$ cat config.mk
export PLATFORM = sky130hd
export DESIGN_NAME = branch_resolve_unit
export DESIGN_NICKNAME = d
export VERILOG_FILES = /design/src/rtl/brc_pkg.sv /design/src/rtl/brc_compare.sv /design/src/rtl/brc_cond_bank.sv /design/src/rtl/brc_branch_eval.sv /design/src/rtl/branch_resolve_unit.sv
export SDC_FILE = /design/constraint.sdc
export NUM_CORES = 1
export LEC_CHECK = 0
export ABC_AREA = 1
export ABC_CLOCK_PERIOD_IN_PS = 4900
export BUFFER_PORTS_ARGS = -buffer_cell sky130_fd_sc_hd__buf_2
export CORE_MARGIN = 5
export CORE_UTILIZATION = 25
export CTS_BUF_LIST = sky130_fd_sc_hd__clkbuf_4
export CTS_CLUSTER_DIAMETER = 200
export DETAILED_ROUTE_END_ITERATION = 7
export PLACE_DENSITY_LB_ADDON = 0.1
export SLEW_MARGIN = 25
export SYNTH_ARGS = -nofsm -noshare
export SYNTH_HDL_FRONTEND = slang
export SYNTH_SLANG_ARGS = --single-unit
$ cat constraint.sdc
create_clock -name clk -period 4.9 [get_ports clk]
set_input_delay 1.225 -clock clk [delete_from_list [all_inputs] [get_ports clk]]
set_output_delay 1.225 -clock clk [all_outputs]
set_load 0.02 [all_outputs]
$ cat src/rtl/brc_pkg.sv
// Shared definitions for the branch resolution unit.
// Assumes a condition field is four bits wide: less-than, greater-than, equal, overflow.
package brc_pkg;
    localparam int FIELD_W = 4;
    localparam int LT_POS  = 0;
    localparam int GT_POS  = 1;
    localparam int EQ_POS  = 2;
    localparam int SO_POS  = 3;

    typedef enum logic [1:0] {
        TGT_ABS   = 2'd0,
        TGT_REL   = 2'd1,
        TGT_LINK  = 2'd2,
        TGT_COUNT = 2'd3
    } tgt_sel_e;
endpackage

$ cat src/rtl/brc_compare.sv
// Produces one 4-bit condition field from two operands.
// Assumes a purely combinational use; the caller registers the result.
module brc_compare
    import brc_pkg::*;
#(
    parameter int XLEN = 32
) (
    input  logic [XLEN-1:0]    a,
    input  logic [XLEN-1:0]    b,
    input  logic               is_signed,
    input  logic               so_in,
    output logic [FIELD_W-1:0] field
);
    logic lt, eq;

    // Form exactly one relation bit plus the copied overflow bit.
    always_comb begin
        lt = is_signed ? ($signed(a) < $signed(b)) : (a < b);
        eq = (a == b);
        field         = '0;
        field[LT_POS] = lt;
        field[EQ_POS] = eq;
        field[GT_POS] = !lt && !eq;
        field[SO_POS] = so_in;
    end
endmodule

$ cat src/rtl/brc_cond_bank.sv
// Condition register built from NFIELD independent 4-bit fields.
// Assumes NFIELD >= 2 and at most one field write per cycle.
module brc_cond_bank
    import brc_pkg::*;
#(
    parameter int NFIELD = 8,
    localparam int SEL_W = $clog2(NFIELD),
    localparam int CR_W  = NFIELD * FIELD_W
) (
    input  logic               clk,
    input  logic               rst_n,
    input  logic               wr_en,
    input  logic [SEL_W-1:0]   wr_sel,
    input  logic [FIELD_W-1:0] wr_field,
    output logic [CR_W-1:0]    cr_q
);
    for (genvar g = 0; g < NFIELD; g++) begin : g_field
        logic [FIELD_W-1:0] f_q;
        // Hold one field; load it only when it is the selected one.
        always_ff @(posedge clk) begin
            if (!rst_n)
                f_q <= '0;
            else if (wr_en && wr_sel == SEL_W'(g))
                f_q <= wr_field;
        end
        assign cr_q[g*FIELD_W +: FIELD_W] = f_q;
    end

    logic [CR_W-1:0] wr_mask;
    // Mark the bits a write may touch, for the checks below.
    always_comb begin
        wr_mask = '0;
        wr_mask[wr_sel*FIELD_W +: FIELD_W] = {FIELD_W{1'b1}};
    end

    // fields outside the selected one keep their value.
    assert_other_fields_kept_R3: assert property (@(posedge clk) disable iff (!rst_n)
        wr_en |=> ((cr_q & ~$past(wr_mask)) == ($past(cr_q) & ~$past(wr_mask))));
    // no write, no change.
    assert_idle_hold_R3: assert property (@(posedge clk) disable iff (!rst_n)
        !wr_en |=> $stable(cr_q));
    // an incoming field carries exactly one relation.
    assert_one_relation_R2: assert property (@(posedge clk) disable iff (!rst_n)
        wr_en |-> $countones(wr_field[EQ_POS:LT_POS]) == 1);
endmodule

$ cat src/rtl/brc_branch_eval.sv
// Evaluates the count and bit tests of a branch and selects its target.
// Assumes register state is sampled before this cycle's updates.
module brc_branch_eval
    import brc_pkg::*;
#(
    parameter int XLEN = 32,
    parameter int CR_W = 32,
    localparam int IDX_W = $clog2(CR_W)
) (
    input  logic             valid,
    input  logic [XLEN-1:0]  pc,
    input  logic [XLEN-1:0]  imm,
    input  logic [IDX_W-1:0] bit_idx,
    input  logic             bit_ignore,
    input  logic             bit_want,
    input  logic             ctr_dec,
    input  logic             ctr_ignore,
    input  logic             ctr_zero,
    input  tgt_sel_e         tgt_sel,
    input  logic [CR_W-1:0]  cr,
    input  logic [XLEN-1:0]  ctr,
    input  logic [XLEN-1:0]  lr,
    output logic             taken,
    output logic [XLEN-1:0]  target,
    output logic [XLEN-1:0]  ctr_next,
    output logic [XLEN-1:0]  link_val
);
    localparam logic [XLEN-1:0] ALIGN = {{(XLEN-2){1'b1}}, 2'b00};
    logic ctr_ok, bit_ok;

    // Combine the pre-decremented count test with the single-bit test.
    always_comb begin
        ctr_next = ctr_dec ? ctr - XLEN'(1) : ctr;
        ctr_ok   = ctr_ignore || ((ctr_next == '0) == ctr_zero);
        bit_ok   = bit_ignore || (cr[bit_idx] == bit_want);
        taken    = valid && ctr_ok && bit_ok;
        link_val = pc + XLEN'(4);
    end

    // Pick the target from the immediate, the pc, or a register's old value.
    always_comb begin
        unique case (tgt_sel)
            TGT_ABS:   target = imm & ALIGN;
            TGT_REL:   target = (pc + imm) & ALIGN;
            TGT_LINK:  target = lr;
            default:   target = ctr;
        endcase
    end
endmodule

$ cat src/rtl/branch_resolve_unit.sv
// Branch resolution unit: condition, count and link registers with a compare
// port and a branch port. Decision and target are combinational; register
// updates land on the next edge. Direct loads override branch updates.
module branch_resolve_unit
    import brc_pkg::*;
#(
    parameter int XLEN   = 32,
    parameter int NFIELD = 8,
    localparam int SEL_W = $clog2(NFIELD),
    localparam int CR_W  = NFIELD * FIELD_W,
    localparam int IDX_W = $clog2(CR_W)
) (
    input  logic             clk,
    input  logic             rst_n,
    input  logic             cmp_valid,
    input  logic [SEL_W-1:0] cmp_field,
    input  logic             cmp_signed,
    input  logic [XLEN-1:0]  cmp_a,
    input  logic [XLEN-1:0]  cmp_b,
    input  logic             cmp_so_in,
    input  logic             ctr_wr_en,
    input  logic [XLEN-1:0]  ctr_wr_data,
    input  logic             lr_wr_en,
    input  logic [XLEN-1:0]  lr_wr_data,
    input  logic             br_valid,
    input  logic [XLEN-1:0]  br_pc,
    input  logic [XLEN-1:0]  br_imm,
    input  logic [IDX_W-1:0] br_bit_idx,
    input  logic             br_bit_ignore,
    input  logic             br_bit_want,
    input  logic             br_ctr_dec,
    input  logic             br_ctr_ignore,
    input  logic             br_ctr_zero,
    input  logic [1:0]       br_tgt_sel,
    input  logic             br_link,
    output logic             br_taken,
    output logic [XLEN-1:0]  br_target,
    output logic [CR_W-1:0]  cr_q,
    output logic [XLEN-1:0]  ctr_q,
    output logic [XLEN-1:0]  lr_q
);
    logic [FIELD_W-1:0] cmp_res;
    logic [XLEN-1:0]    ctr_next, link_val;

    brc_compare #(.XLEN(XLEN)) cmp_i (
        .a(cmp_a), .b(cmp_b), .is_signed(cmp_signed),
        .so_in(cmp_so_in), .field(cmp_res)
    );

    brc_cond_bank #(.NFIELD(NFIELD)) bank_i (
        .clk(clk), .rst_n(rst_n), .wr_en(cmp_valid),
        .wr_sel(cmp_field), .wr_field(cmp_res), .cr_q(cr_q)
    );

    brc_branch_eval #(.XLEN(XLEN), .CR_W(CR_W)) eval_i (
        .valid(br_valid), .pc(br_pc), .imm(br_imm),
        .bit_idx(br_bit_idx), .bit_ignore(br_bit_ignore), .bit_want(br_bit_want),
        .ctr_dec(br_ctr_dec), .ctr_ignore(br_ctr_ignore), .ctr_zero(br_ctr_zero),
        .tgt_sel(tgt_sel_e'(br_tgt_sel)), .cr(cr_q), .ctr(ctr_q), .lr(lr_q),
        .taken(br_taken), .target(br_target), .ctr_next(ctr_next), .link_val(link_val)
    );

    // Count register: direct load first, then a branch decrement.
    always_ff @(posedge clk) begin
        if (!rst_n)
            ctr_q <= '0;
        else if (ctr_wr_en)
            ctr_q <= ctr_wr_data;
        else if (br_valid && br_ctr_dec)
            ctr_q <= ctr_next;
    end

    // Link register: direct load first, then a branch return address.
    always_ff @(posedge clk) begin
        if (!rst_n)
            lr_q <= '0;
        else if (lr_wr_en)
            lr_q <= lr_wr_data;
        else if (br_valid && br_link)
            lr_q <= link_val;
    end

    // a linking branch leaves its successor address behind.
    assert_link_written_R7: assert property (@(posedge clk) disable iff (!rst_n)
        br_valid && br_link && !lr_wr_en |=> lr_q == $past(br_pc) + XLEN'(4));
    // a decrementing branch lowers the count by one.
    assert_count_step_R4: assert property (@(posedge clk) disable iff (!rst_n)
        br_valid && br_ctr_dec && !ctr_wr_en |=> ctr_q == $past(ctr_q) - XLEN'(1));
    // no descriptor, no taken branch.
    assert_idle_not_taken_R5: assert property (@(posedge clk) disable iff (!rst_n)
        !br_valid |-> !br_taken);
    // immediate-based targets are word aligned.
    assert_aligned_target_R6: assert property (@(posedge clk) disable iff (!rst_n)
        br_valid && !br_tgt_sel[1] |-> br_target[1:0] == 2'b00);
    // a direct count load wins.
    assert_count_load_wins_R8: assert property (@(posedge clk) disable iff (!rst_n)
        ctr_wr_en |=> ctr_q == $past(ctr_wr_data));
    // a branch through the link register uses the value held before the write.
    assert_link_target_old_R7: assert property (@(posedge clk) disable iff (!rst_n)
        br_valid && br_tgt_sel == 2'd2 |-> br_target == lr_q);
endmodule

; After elaboration in Yosys (flattened, before gate mapping)
; Index checks and enable logic that the tools add are counted.
[op_classes]
n_reduce_logical = 22
addsub = 3
order_cmp = 3
n_eq_ne = 12
n_mux = 9
[op_table]
columns = op, count
row1 = $mux 32, 5
row2 = $pmux 32 s3, 1
row3 = $lt 32x32->1, 2
row4 = $add 32x3->32 const B, 1
row5 = $add 32x32->32, 1
row6 = $eq 32x32->1, 1
row7 = $logic_not 32->1, 1
row8 = $sub 32x1->32 const B, 1
row9 = $logic_and 1x1->1, 13
row10 = $eq 3x3->1 const B, 4
row11 = $eq 3x2->1 const B, 2
row12 = $lt 5x6->1 const B, 1
row13 = $bmux 1 s5, 1
row14 = $reduce_bool 2->1, 2
row15 = $eq 3x1->1 const B, 1
row16 = $logic_not 3->1, 1
row17 = $eq 1x1->1, 2
row18 = $eq 2x1->1 const B, 1
row19 = $eq 2x2->1 const B, 1
row20 = $logic_not 1->1, 2
row21 = $logic_not 2->1, 1
row22 = $logic_or 1x1->1, 2
row23 = $mux 1, 2
[word_totals]
register_bits = 96
output_inout_bits = 129
inputBits = 216

; Logic depth before layout (Yosys ltp)
; Gate-level depths: netlist of run 1.
[logic_depth]
depth_word = 7
ltp_mapped = 17

; Modules after synthesis
; A second synthesis of run 1 with hierarchy kept.
[hier_totals]
cells_unflattened = 1956
area_unflattened_um2 = 10671.5
[modules_own_cells]
columns = module, instances, seq_area_each_um2, cells_each, area_per_inst_um2
row1 = brc_branch_eval, 1, 0.0, 992, 4943.5
row2 = branch_resolve_unit, 1, 1281.2, 621, 3490.8
row3 = brc_cond_bank, 1, 640.6, 193, 1317.5
row4 = brc_compare, 1, 0.0, 150, 919.6

; Worst setup path before layout of run 1
; OpenSTA, ideal clock, no wires.
[synth_path]
path_type = input port to output port
startpoint = input port br_pc[2]
endpoint = output port br_target[19]
arrival_ps = 2838
required_time_ps = 3675
setup_slack_ps = 837
stages = 10
n_path_buf = 0
cell_sequence = ha_1 a21oi_1 o21ai_1 a21oi_1 o21ai_0 nand2_1 nand2_1 or2_2 nand3_1 nand4_1
[synth_between]
elab_chain_len = 2
[synth_lines]
columns = item, line_no
row1 = "start, declared", branch_resolve_unit.sv:26  ; input logic [XLEN-1:0] br_pc,
row2 = $add 32x32->32, brc_branch_eval.sv:44  ; TGT_REL: target = (pc + imm) & ALIGN;
row3 = $pmux 32 s3, brc_branch_eval.sv:42  ; unique case (tgt_sel)
row4 = "end, declared", branch_resolve_unit.sv:37  ; output logic [XLEN-1:0] br_target,
; Every way passes these cells.

; Final worst setup path of run 1
[layout_path]
startpoint = input port br_pc[2]
endpoint = output port br_target[21]
; The elaborated chain is that of the path after synthesis.

==> results of run 1 <==
-- per-layer routing --
layer,share of wire,vias to the layer above
met5,0,-
met4,0.018,0
met2,0.47,306
met1,0.46,5428
met3,0.044,33
li1,-,5953
-- registers in the layout (all words and copies together) (netlist names) --
register,cells
ctr_q,32
bank_i.g_field.f_q,32
lr_q,32
-- worst max-delay path, cell delays in order --
cell and delay (ps):
buf_2 130, ha_1 360, nand2_1 70, o21ai_1 200, buf_4 170, a21boi_2 70, o21ai_1 420, a21oi_1 180
or2_0 240, nand3_1 80, nand4_1 110, buf_2 180
-- metrics by stage --
step,setup slack (ps),cell area (sq um)
after floorplan,837,9470
after global placement,181,11800
after detailed placement,156,11800
after CTS,168,11900
after global routing,23.9,11900
final,232,11900
-- report_power, final --
part           total, mW  internal (mW)  switching [mW]
registers          0.888          0.825          0.0636
clock network      0.507          0.124           0.383
logic               1.04          0.355           0.686
-- worst max path at each step --
stage / end / slack, ps
CTS: br_target[23] / 170
global placement: br_target[31] / 180
detailed placement: br_target[23] / 160
global route: br_target[19] / 20
finish: br_target[21] / 230
floorplan: br_target[19] / 840
-- area by class of cell --
cell class,instances,share of cell area
antenna,1,0.000209
inverter,164,0.0515
sequential,96,0.161
multi-input combinational,1295,0.567
clock buffer,9,0.00565
tap,511,0.0535
timing repair buffer,360,0.154
clock inverter,7,0.00723
-- cell usage in the layout, fill, tap and decap left out, types with 11 or more instances in the layout --
cell      count
nand3b_1     11
nand2_1     523
dfxtp_1      96
o21ai_0      85
nand3_1      80
o21bai_1     17
a21oi_1      89
nor2_2       23
xor2_1       19
a21boi_0     16
buf_4        16
nand4_1      49
nor2_1      149
inv_1       157
ha_1         64
nor2_4       18
nor3_1       17
a31oi_1      55
buf_2       344
-- cells by family (layout without fill, tap and decap cells) --
kind of cell / count (synthesis) / after routing / share of synthesized area
other cells: 0 / 1 / 0
xor+xnor: 29 / 29 / 0.0268
buf+inv: 210 / 540 / 0.0841
compound gates: 294 / 294 / 0.179
simple gates: 908 / 908 / 0.422
fa+ha+maj: 64 / 64 / 0.0846
flops: 96 / 96 / 0.203
-- cells in the mapped netlist (6+ instances only) --
cell type,count
nand2_2,10
a31oi_1,55
ha_1,64
nor2_1,153
dfxtp_1,96
nand4_1,49
xnor2_1,10
inv_1,157
nor3_1,17
or2_2,7
o21bai_1,17
o221ai_1,8
a21oi_1,90
inv_2,6
o21ai_1,6
nand3_1,80
xor2_1,19
nor2_2,19
nor2_4,18
clkbuf_1,41
and3_1,8
a21boi_0,16
nand3b_1,11
nand2_1,523
o21ai_0,86
-- timing repair --
action,in CTS,in global routing
resized for setup,0,2
hold buffers,0,0
endpoints found under the setup margin,0,6
==> results_dict.tcl, run 1 <==
set metrics [dict create \
    cts_tree "built" \
    status "completed" \
    initial_core_util 0.253 \
    ys_types 42 \
    hp-start "lr_q[14]" \
    synth_nets 1881 \
    dpl.cell_count 2426 \
    final.fill_count 4350 \
    fin_tns_setup_ps 0 \
    die_w_microns 205 \
    maxCapViolCount 0 \
    grt_max_degree 52 \
    power.total_mw 2.44 \
    yosys_most_used_dff "dfxtp_1" \
    post_cts_buffers 0 \
    critical_path_class "input port to output pin" \
    ctsLongestPathBuffers 2 \
    slew_violations 0 \
    hold_violations 0 \
    p_leak_nw 5.93 \
    dp_hpwl_microns 38500 \
    r2r-end "ctr_q[30]" \
    busiest_layer "met2" \
    multi_input_area_sq_um 6770 \
    min_path_cells 2 \
    areaGrowthSynthToFinish_pct 26.2 \
    io_buffer_count 344 \
    num_io_pins 345 \
    first_global_vias 11500 \
    drive_gt1_frac 0.231 \
    vias 11700 \
    synth.largest_area_cell "nand2_1" \
    clock-sinks 96 \
    drt_iter0_markers 780 \
    post-route-period-util 0.953 \
    crit_required_ps 3670 \
    vdd_ir_drop_max_mv 0.175 \
    power.density_nw_per_um2 204 \
    std_cell_rows 71 \
    synth_edf_count 0 \
    ant_nets 0 \
    holdWs_ps 501 \
    relSlewSlack 0.390 \
    yosys_warnings 0 \
    holdPathEnd "lr_q[14]" \
    ys_ff_latch 96 \
    avgSynthCellArea_sq_um 5.91 \
    ff2ff_path_depth 11 \
    place.gp.congestion 0.939 \
    die-area_sq_um 41900 \
    seqCellArea_sq_um 1920 \
    critPathArrivalTime_ps 3440 \
    finalWirelength_microns 46200 \
    clock_latency_ps 550 \
    core-area_sq_um 37500 \
    max_freq_mhz 214 \
    grt_use_met2 0.361 \
    cts_buffers 9 \
    clk_pin_slew_ps 210 \
    finalCriticalPeriod_ps 4670 \
    final_cell_count_no_fill 2443 \
    synth_cells 1601 \
    synthArstFlopShare 0 \
    synth.cell_area_sq_um 9470 \
    drc 0 \
    utilization 0.319 \
    synth_top_area_frac 0.207 \
    synth_seq_area_share 0.203 \
    grt_pass1_wl_microns 69000 \
    met3_usage 0.0282 \
    chipHeight_microns 205 \
    vias_per_cell 4.80 \
    worst-path-max-fanout 6 \
    fin_skew_ps 23.7 \
    min-delay-path-class "flip-flop to flip-flop" \
    rr_startpoint "ctr_q[0]" \
    h-tree-depth 3 \
    overflow 0 \
    setup_viol 0 \
    antenna_found_initial 1 \
    yosys-top-cells-area "nand2_1, dfxtp_1, ha_1" \
    crit_path_end_kind "output pin" \
    drtPass1Iterations 5 \
    worstSetupStartpoint "br_pc[2]" \
    grtUsageMet1 0.289 \
    worst_pin_slew_ps 913 \
    r2r_slack_ps 2800 \
    grt_usage 0.213 \
    start_kind "input port" \
    rsz0062_at_grt "no" \
    drt-wirelength-per-cell_microns 18.9 \
    nNetsFinal 2206 \
    root_buffer "clkbuf_4" \
]
No activity file was read; power rests on OpenSTA's default activity.
==> inputs of run 2 (changes only) <==
Settings changed: CELL_PAD_IN_SITES_DETAIL_PLACEMENT set to 0, CELL_PAD_IN_SITES_GLOBAL_PLACEMENT set to 2.
==> run 2 against run 1 <==
  * Largest power group unchanged
  * Clock power shrank 1%
  * Cell count is essentially flat
  * Largest cell class unchanged
  * Register-to-register slack lost 60 ps
  * Setup slack gained 35 ps
==> results_dict.tcl, run 2 (same netlist as run 1, synthesis figures left out) <==
set metrics [dict create \
    fin_skew_ps 22.0 \
    io_buffer_count 344 \
    ant_nets 0 \
    die-area_sq_um 41900 \
    drive_gt1_frac 0.231 \
    min-delay-path-class "flip-flop to flip-flop" \
    grt_max_degree 39 \
    worstSetupStartpoint "br_pc[2]" \
    worst_pin_slew_ps 874 \
    areaGrowthSynthToFinish_pct 26.0 \
    busiest_layer "met2" \
    fin_area_sq_um 11900 \
    grt_use_met2 0.381 \
    post-route-period-util 0.945 \
    vdd_ir_drop_max_mv 0.100 \
    grt_usage 0.224 \
    drt-wirelength-per-cell_microns 19.4 \
    rsz0062_at_grt "yes" \
    grtUsageMet1 0.300 \
    critical_path_class "input port to output pin" \
    cts_tree "built" \
    cts_buffers 9 \
    finalCriticalPeriod_ps 4630 \
    num_io_pins 345 \
    nNetsFinal 2204 \
    grt_pass1_wl_microns 72100 \
    hold_violations 0 \
    drt_iter0_markers 636 \
    drc 0 \
    power.density_nw_per_um2 204 \
    slew_violations 0 \
    maxCapViolCount 0 \
    final_cell_mix "nand2_1, buf_2, inv_1, nor2_1, dfxtp_1" \
    hp-start "lr_q[20]" \
    first_global_vias 11900 \
    vias_per_cell 4.78 \
    std_cell_rows 71 \
    worst-path-max-fanout 6 \
    die_w_microns 205 \
    chipHeight_microns 205 \
    largestRegisters "bank_i.g_field.f_q x32, ctr_q x32, lr_q x32" \
    clock-sinks 96 \
    start_kind "input port" \
    critPathArrivalTime_ps 3410 \
    dpl-instance-area_sq_um 11800 \
    ctsHoldBuffers 0 \
    dp_hpwl_microns 39400 \
    p_leak_nw 5.91 \
    h-tree-depth 3 \
    core-area_sq_um 37500 \
    finalWirelength_microns 47400 \
    status "completed" \
    utilization 0.318 \
    setup_viol 0 \
    drtPass1Iterations 5 \
    crit_path_end_kind "output pin" \
    clk_pin_slew_ps 200 \
    clock_latency_ps 580 \
    final.fill_count 4351 \
    layout_commonest_cell "nand2_1" \
    initial_core_util 0.253 \
    rr_startpoint "ctr_q[0]" \
    ctsLongestPathBuffers 2 \
    vias 11700 \
    relSlewSlack 0.416 \
    overflow 0 \
    antenna_found_initial 4 \
    crit_required_ps 3670 \
    place.gp.congestion 0.886 \
    met3_usage 0.0367 \
    max_freq_mhz 216 \
    root_buffer "clkbuf_4" \
]
## run 2: changes by cell type in the layout (fill, tap and decap cells not counted), moves of 2 or more
cell / before / now
buf_4: 16 / 14
clkinv_8: 3 / 0
diode_2: 1 / 5
inv_8: 1 / 3
## run 2: power by group
part,internal [mW],switching [mW]
logic,0.353,0.687
registers,0.825,0.0643
clock network,0.123,0.378
total,1.30,1.13
## run 2: per-stage QoR
step / setup WS (ps) / std cells / total power, mW / TNS, ps / hold WS, ps
final: 267 / 2445 / 2.43 / 0 / 496
after global routing: -8.31 / 2445 / 2.62 / -14.3 / 529
after CTS: 122 / 2440 / 2.47 / 0 / 500
after detailed placement: -4.90 / 2424 / 1.95 / -5.47 / 475
after global placement: 9.59 / 2424 / 1.95 / 0 / 470
after floorplan: 837 / 1601 / 1.52 / 0 / 554
## run 2: timing repair
action | 4_1_cts | 5_1_grt
setup endpoints to repair | 1 | 7
buffers inserted | 0 | 0
endpoints found under the hold margin | 0 | 0
gates resized for setup | 1 | 3
## run 2: layer usage
layer | up-vias | share of wire
met2 | 268 | 0.48
met3 | 30 | 0.044
met4 | 0 | 0.013
met1 | 5428 | 0.47
li1 | 5965 | -
met5 | - | 0
## run 2: worst paths after layout
path / to / slack [ps] / cells past startpoint
max: br_target[23] / 270 / 11
min: lr_q[20] / 500 / 2
max reg2reg: ctr_q[24] / 2740 / 11
min reg2reg: lr_q[20] / 500 / 2
## run 2: area by class of cell
type | instances | area [sq um] | share of cell area
Multi-Input combinational cell | 1295 | 6780 | 0.568
Sequential cell | 96 | 1920 | 0.161
Timing Repair Buffer | 358 | 1830 | 0.153
Tap cell | 511 | 639 | 0.0536
Inverter | 164 | 617 | 0.0517
Clock buffer | 10 | 75.1 | 0.00629
Clock inverter | 6 | 58.8 | 0.00493
Antenna cell | 5 | 12.5 | 0.00105
## run 2: critical path, cell delays in order
cell and delay, ps:
buf_2 130, ha_1 370, nand2_1 70, o21ai_1 320, a21oi_2 160, o21ai_1 420
a21oi_1 140, a21boi_0 160, o21ai_0 120, nand4_1 110, buf_2 180
==> inputs of run 3 (changes only) <==
Settings changed: REMOVE_ABC_BUFFERS set to 1.
==> run 3 against run 2 <==
  * Final area grew 0.46%
  * First-iteration DRC count increased by 12%
  * Non-clock buffer count did not move
  * Critical path depth unchanged
  * Worst hold slack improved by 2.8 ps
  * Clock skew is 4.0 ps higher
  * Total power increased by 3.0%
  * Cell count is essentially flat
  * Critical endpoint is now br_target[21]
  * Largest power group unchanged
==> results_dict.tcl, run 3 (same netlist as run 1, synthesis figures left out) <==
set metrics [dict create \
    min-delay-path-class "flip-flop to flip-flop" \
    dp_hpwl_microns 38800 \
    grt_pass1_wl_microns 69500 \
    clock_latency_ps 590 \
    crit_path_end_kind "output pin" \
    core-area_sq_um 37500 \
    chipHeight_microns 205 \
    clock-sinks 96 \
    max_freq_mhz 212 \
    layout_commonest_cell "nand2_1" \
    crit_chain "buf_2 > ha_1 > nand2_1 > o21ai_1 > a21boi_1 > o21ai_1 > a21oi_1 > or2_0 > nand3_1 > nand4_1 > buf_2" \
    final_cell_mix "nand2_1, buf_2, inv_1, nor2_1, dfxtp_1" \
    root_buffer "clkbuf_4" \
    cp_slowest_cell "o21ai_1" \
    vias 11600 \
    crit_required_ps 3670 \
    finalWirelength_microns 46400 \
    critical_path_class "input port to output pin" \
    grt_usage 0.216 \
    post-route-period-util 0.961 \
    worst_pin_slew_ps 990 \
    areaGrowthSynthToFinish_pct 26.6 \
    std_cell_rows 71 \
    drt-wirelength-per-cell_microns 19.0 \
    post_cts_buffers 0 \
    fin_skew_ps 26.0 \
    p_leak_nw 5.93 \
    clk_pin_slew_ps 190 \
    io_buffer_count 344 \
    maxCapViolCount 0 \
    initial_core_util 0.253 \
    postLayoutSetupSlackWorst_ps 190 \
    largestRegisters "bank_i.g_field.f_q x32, ctr_q x32, lr_q x32" \
    drc 0 \
    ctsHoldBuffers 0 \
    die_w_microns 205 \
    cts_tree "built" \
    drtPass1Iterations 5 \
    antenna_found_initial 5 \
    place_ws_ps 161 \
    hold_violations 0 \
    ant_nets 0 \
    cts_buffers 9 \
    worst-path-max-fanout 6 \
    h-tree-depth 3 \
    fin_tns_setup_ps 0 \
    relSlewSlack 0.335 \
    power.total_mw 2.50 \
    status "completed" \
    die-area_sq_um 41900 \
    drt_iter0_markers 714 \
    grt_max_degree 46 \
    setup_viol 0 \
    max_stage_delay_ps 440 \
    start_kind "input port" \
    vdd_ir_drop_max_mv 0.142 \
    rsz0062_at_grt "no" \
    place.gp.congestion 0.897 \
    num_io_pins 345 \
    nNetsFinal 2204 \
    drive_gt1_frac 0.231 \
    overflow 0 \
    first_global_vias 11500 \
    ctsLongestPathBuffers 2 \
    vias_per_cell 4.75 \
    power.density_nw_per_um2 209 \
    finalCriticalPeriod_ps 4710 \
    critPathArrivalTime_ps 3480 \
    slew_violations 0 \
]
## run 3: cell count changes in the layout (fill, tap and decap cells not counted)
cell / before / now
bufinv_16: 0 / 2
buf_12: 0 / 2
inv_2: 6 / 7
clkinvlp_4: 1 / 2
o21ai_2: 1 / 0
diode_2: 5 / 4
buf_4: 14 / 12
clkinv_2: 1 / 0
o21ai_1: 7 / 6
inv_8: 3 / 1
clkbuf_4: 10 / 9
o21ai_0: 84 / 86
## run 3: report_power, final
group / leakage (nW) / switching (mW) / internal [mW] / total (mW)
Sequential: 0.789 / 0.0621 / 0.824 / 0.887
Combinational: 5.06 / 0.684 / 0.354 / 1.04
Clock: 0.0847 / 0.368 / 0.212 / 0.580
Total: 5.93 / 1.11 / 1.39 / 2.50
## run 3: cell type report
class	instances	area [sq um]
inverters	164	616
flip-flops and latches	96	1920
clock inverters	7	104
repair buffers	358	1850
diodes	4	10.0
fillers	4391	25500
multi-input cells	1295	6770
clock buffers	9	67.6
well taps	511	639
## run 3: critical path, delay by kind of cell
family,cells,cell delay (ps)
adders and majority gates,1,360
and+or+nand+nor,4,480
buffers and inverters,2,300
AOI/OAI and AO/OA,4,1090
## run 3: stage by stage
stage               hold slack [ps]  utilization  instance area, sq um  std cells
finish                          499        0.320                 12000       2444
global route                    512        0.320                 12000       2444
detailed placement              477        0.315                 11800       2424
floorplan                       554            -                  9290       1555
CTS                             500        0.319                 12000       2440
global placement                469        0.315                 11800       2424
## run 3: routing by layer
layer,share of wire,track usage,vias to the layer above
met3,0.049,0.0370,35
met2,0.47,0.365,308
li1,-,-,5956
met1,0.46,0.289,5317
met5,0,0,-
met4,0.018,0.0469,0
## run 3: timing repair
item                                    in CTS  in global routing
gates resized for setup                      0                  1
hold endpoints to repair                     0                  0
endpoints found under the setup margin       0                  1
## run 3: worst paths after layout
| path | cells past startpoint | slack [ps] | from | endpoint |
|---|---|---|---|---|
| setup / recovery | 11 | 190 | br_pc[2] | br_target[21] |
| hold / removal | 2 | 500 | lr_q[22] | lr_q[22] |
| setup reg to reg | 10 | 2840 | ctr_q[0] | ctr_q[30] |
| hold reg to reg | 2 | 500 | lr_q[22] | lr_q[22] |
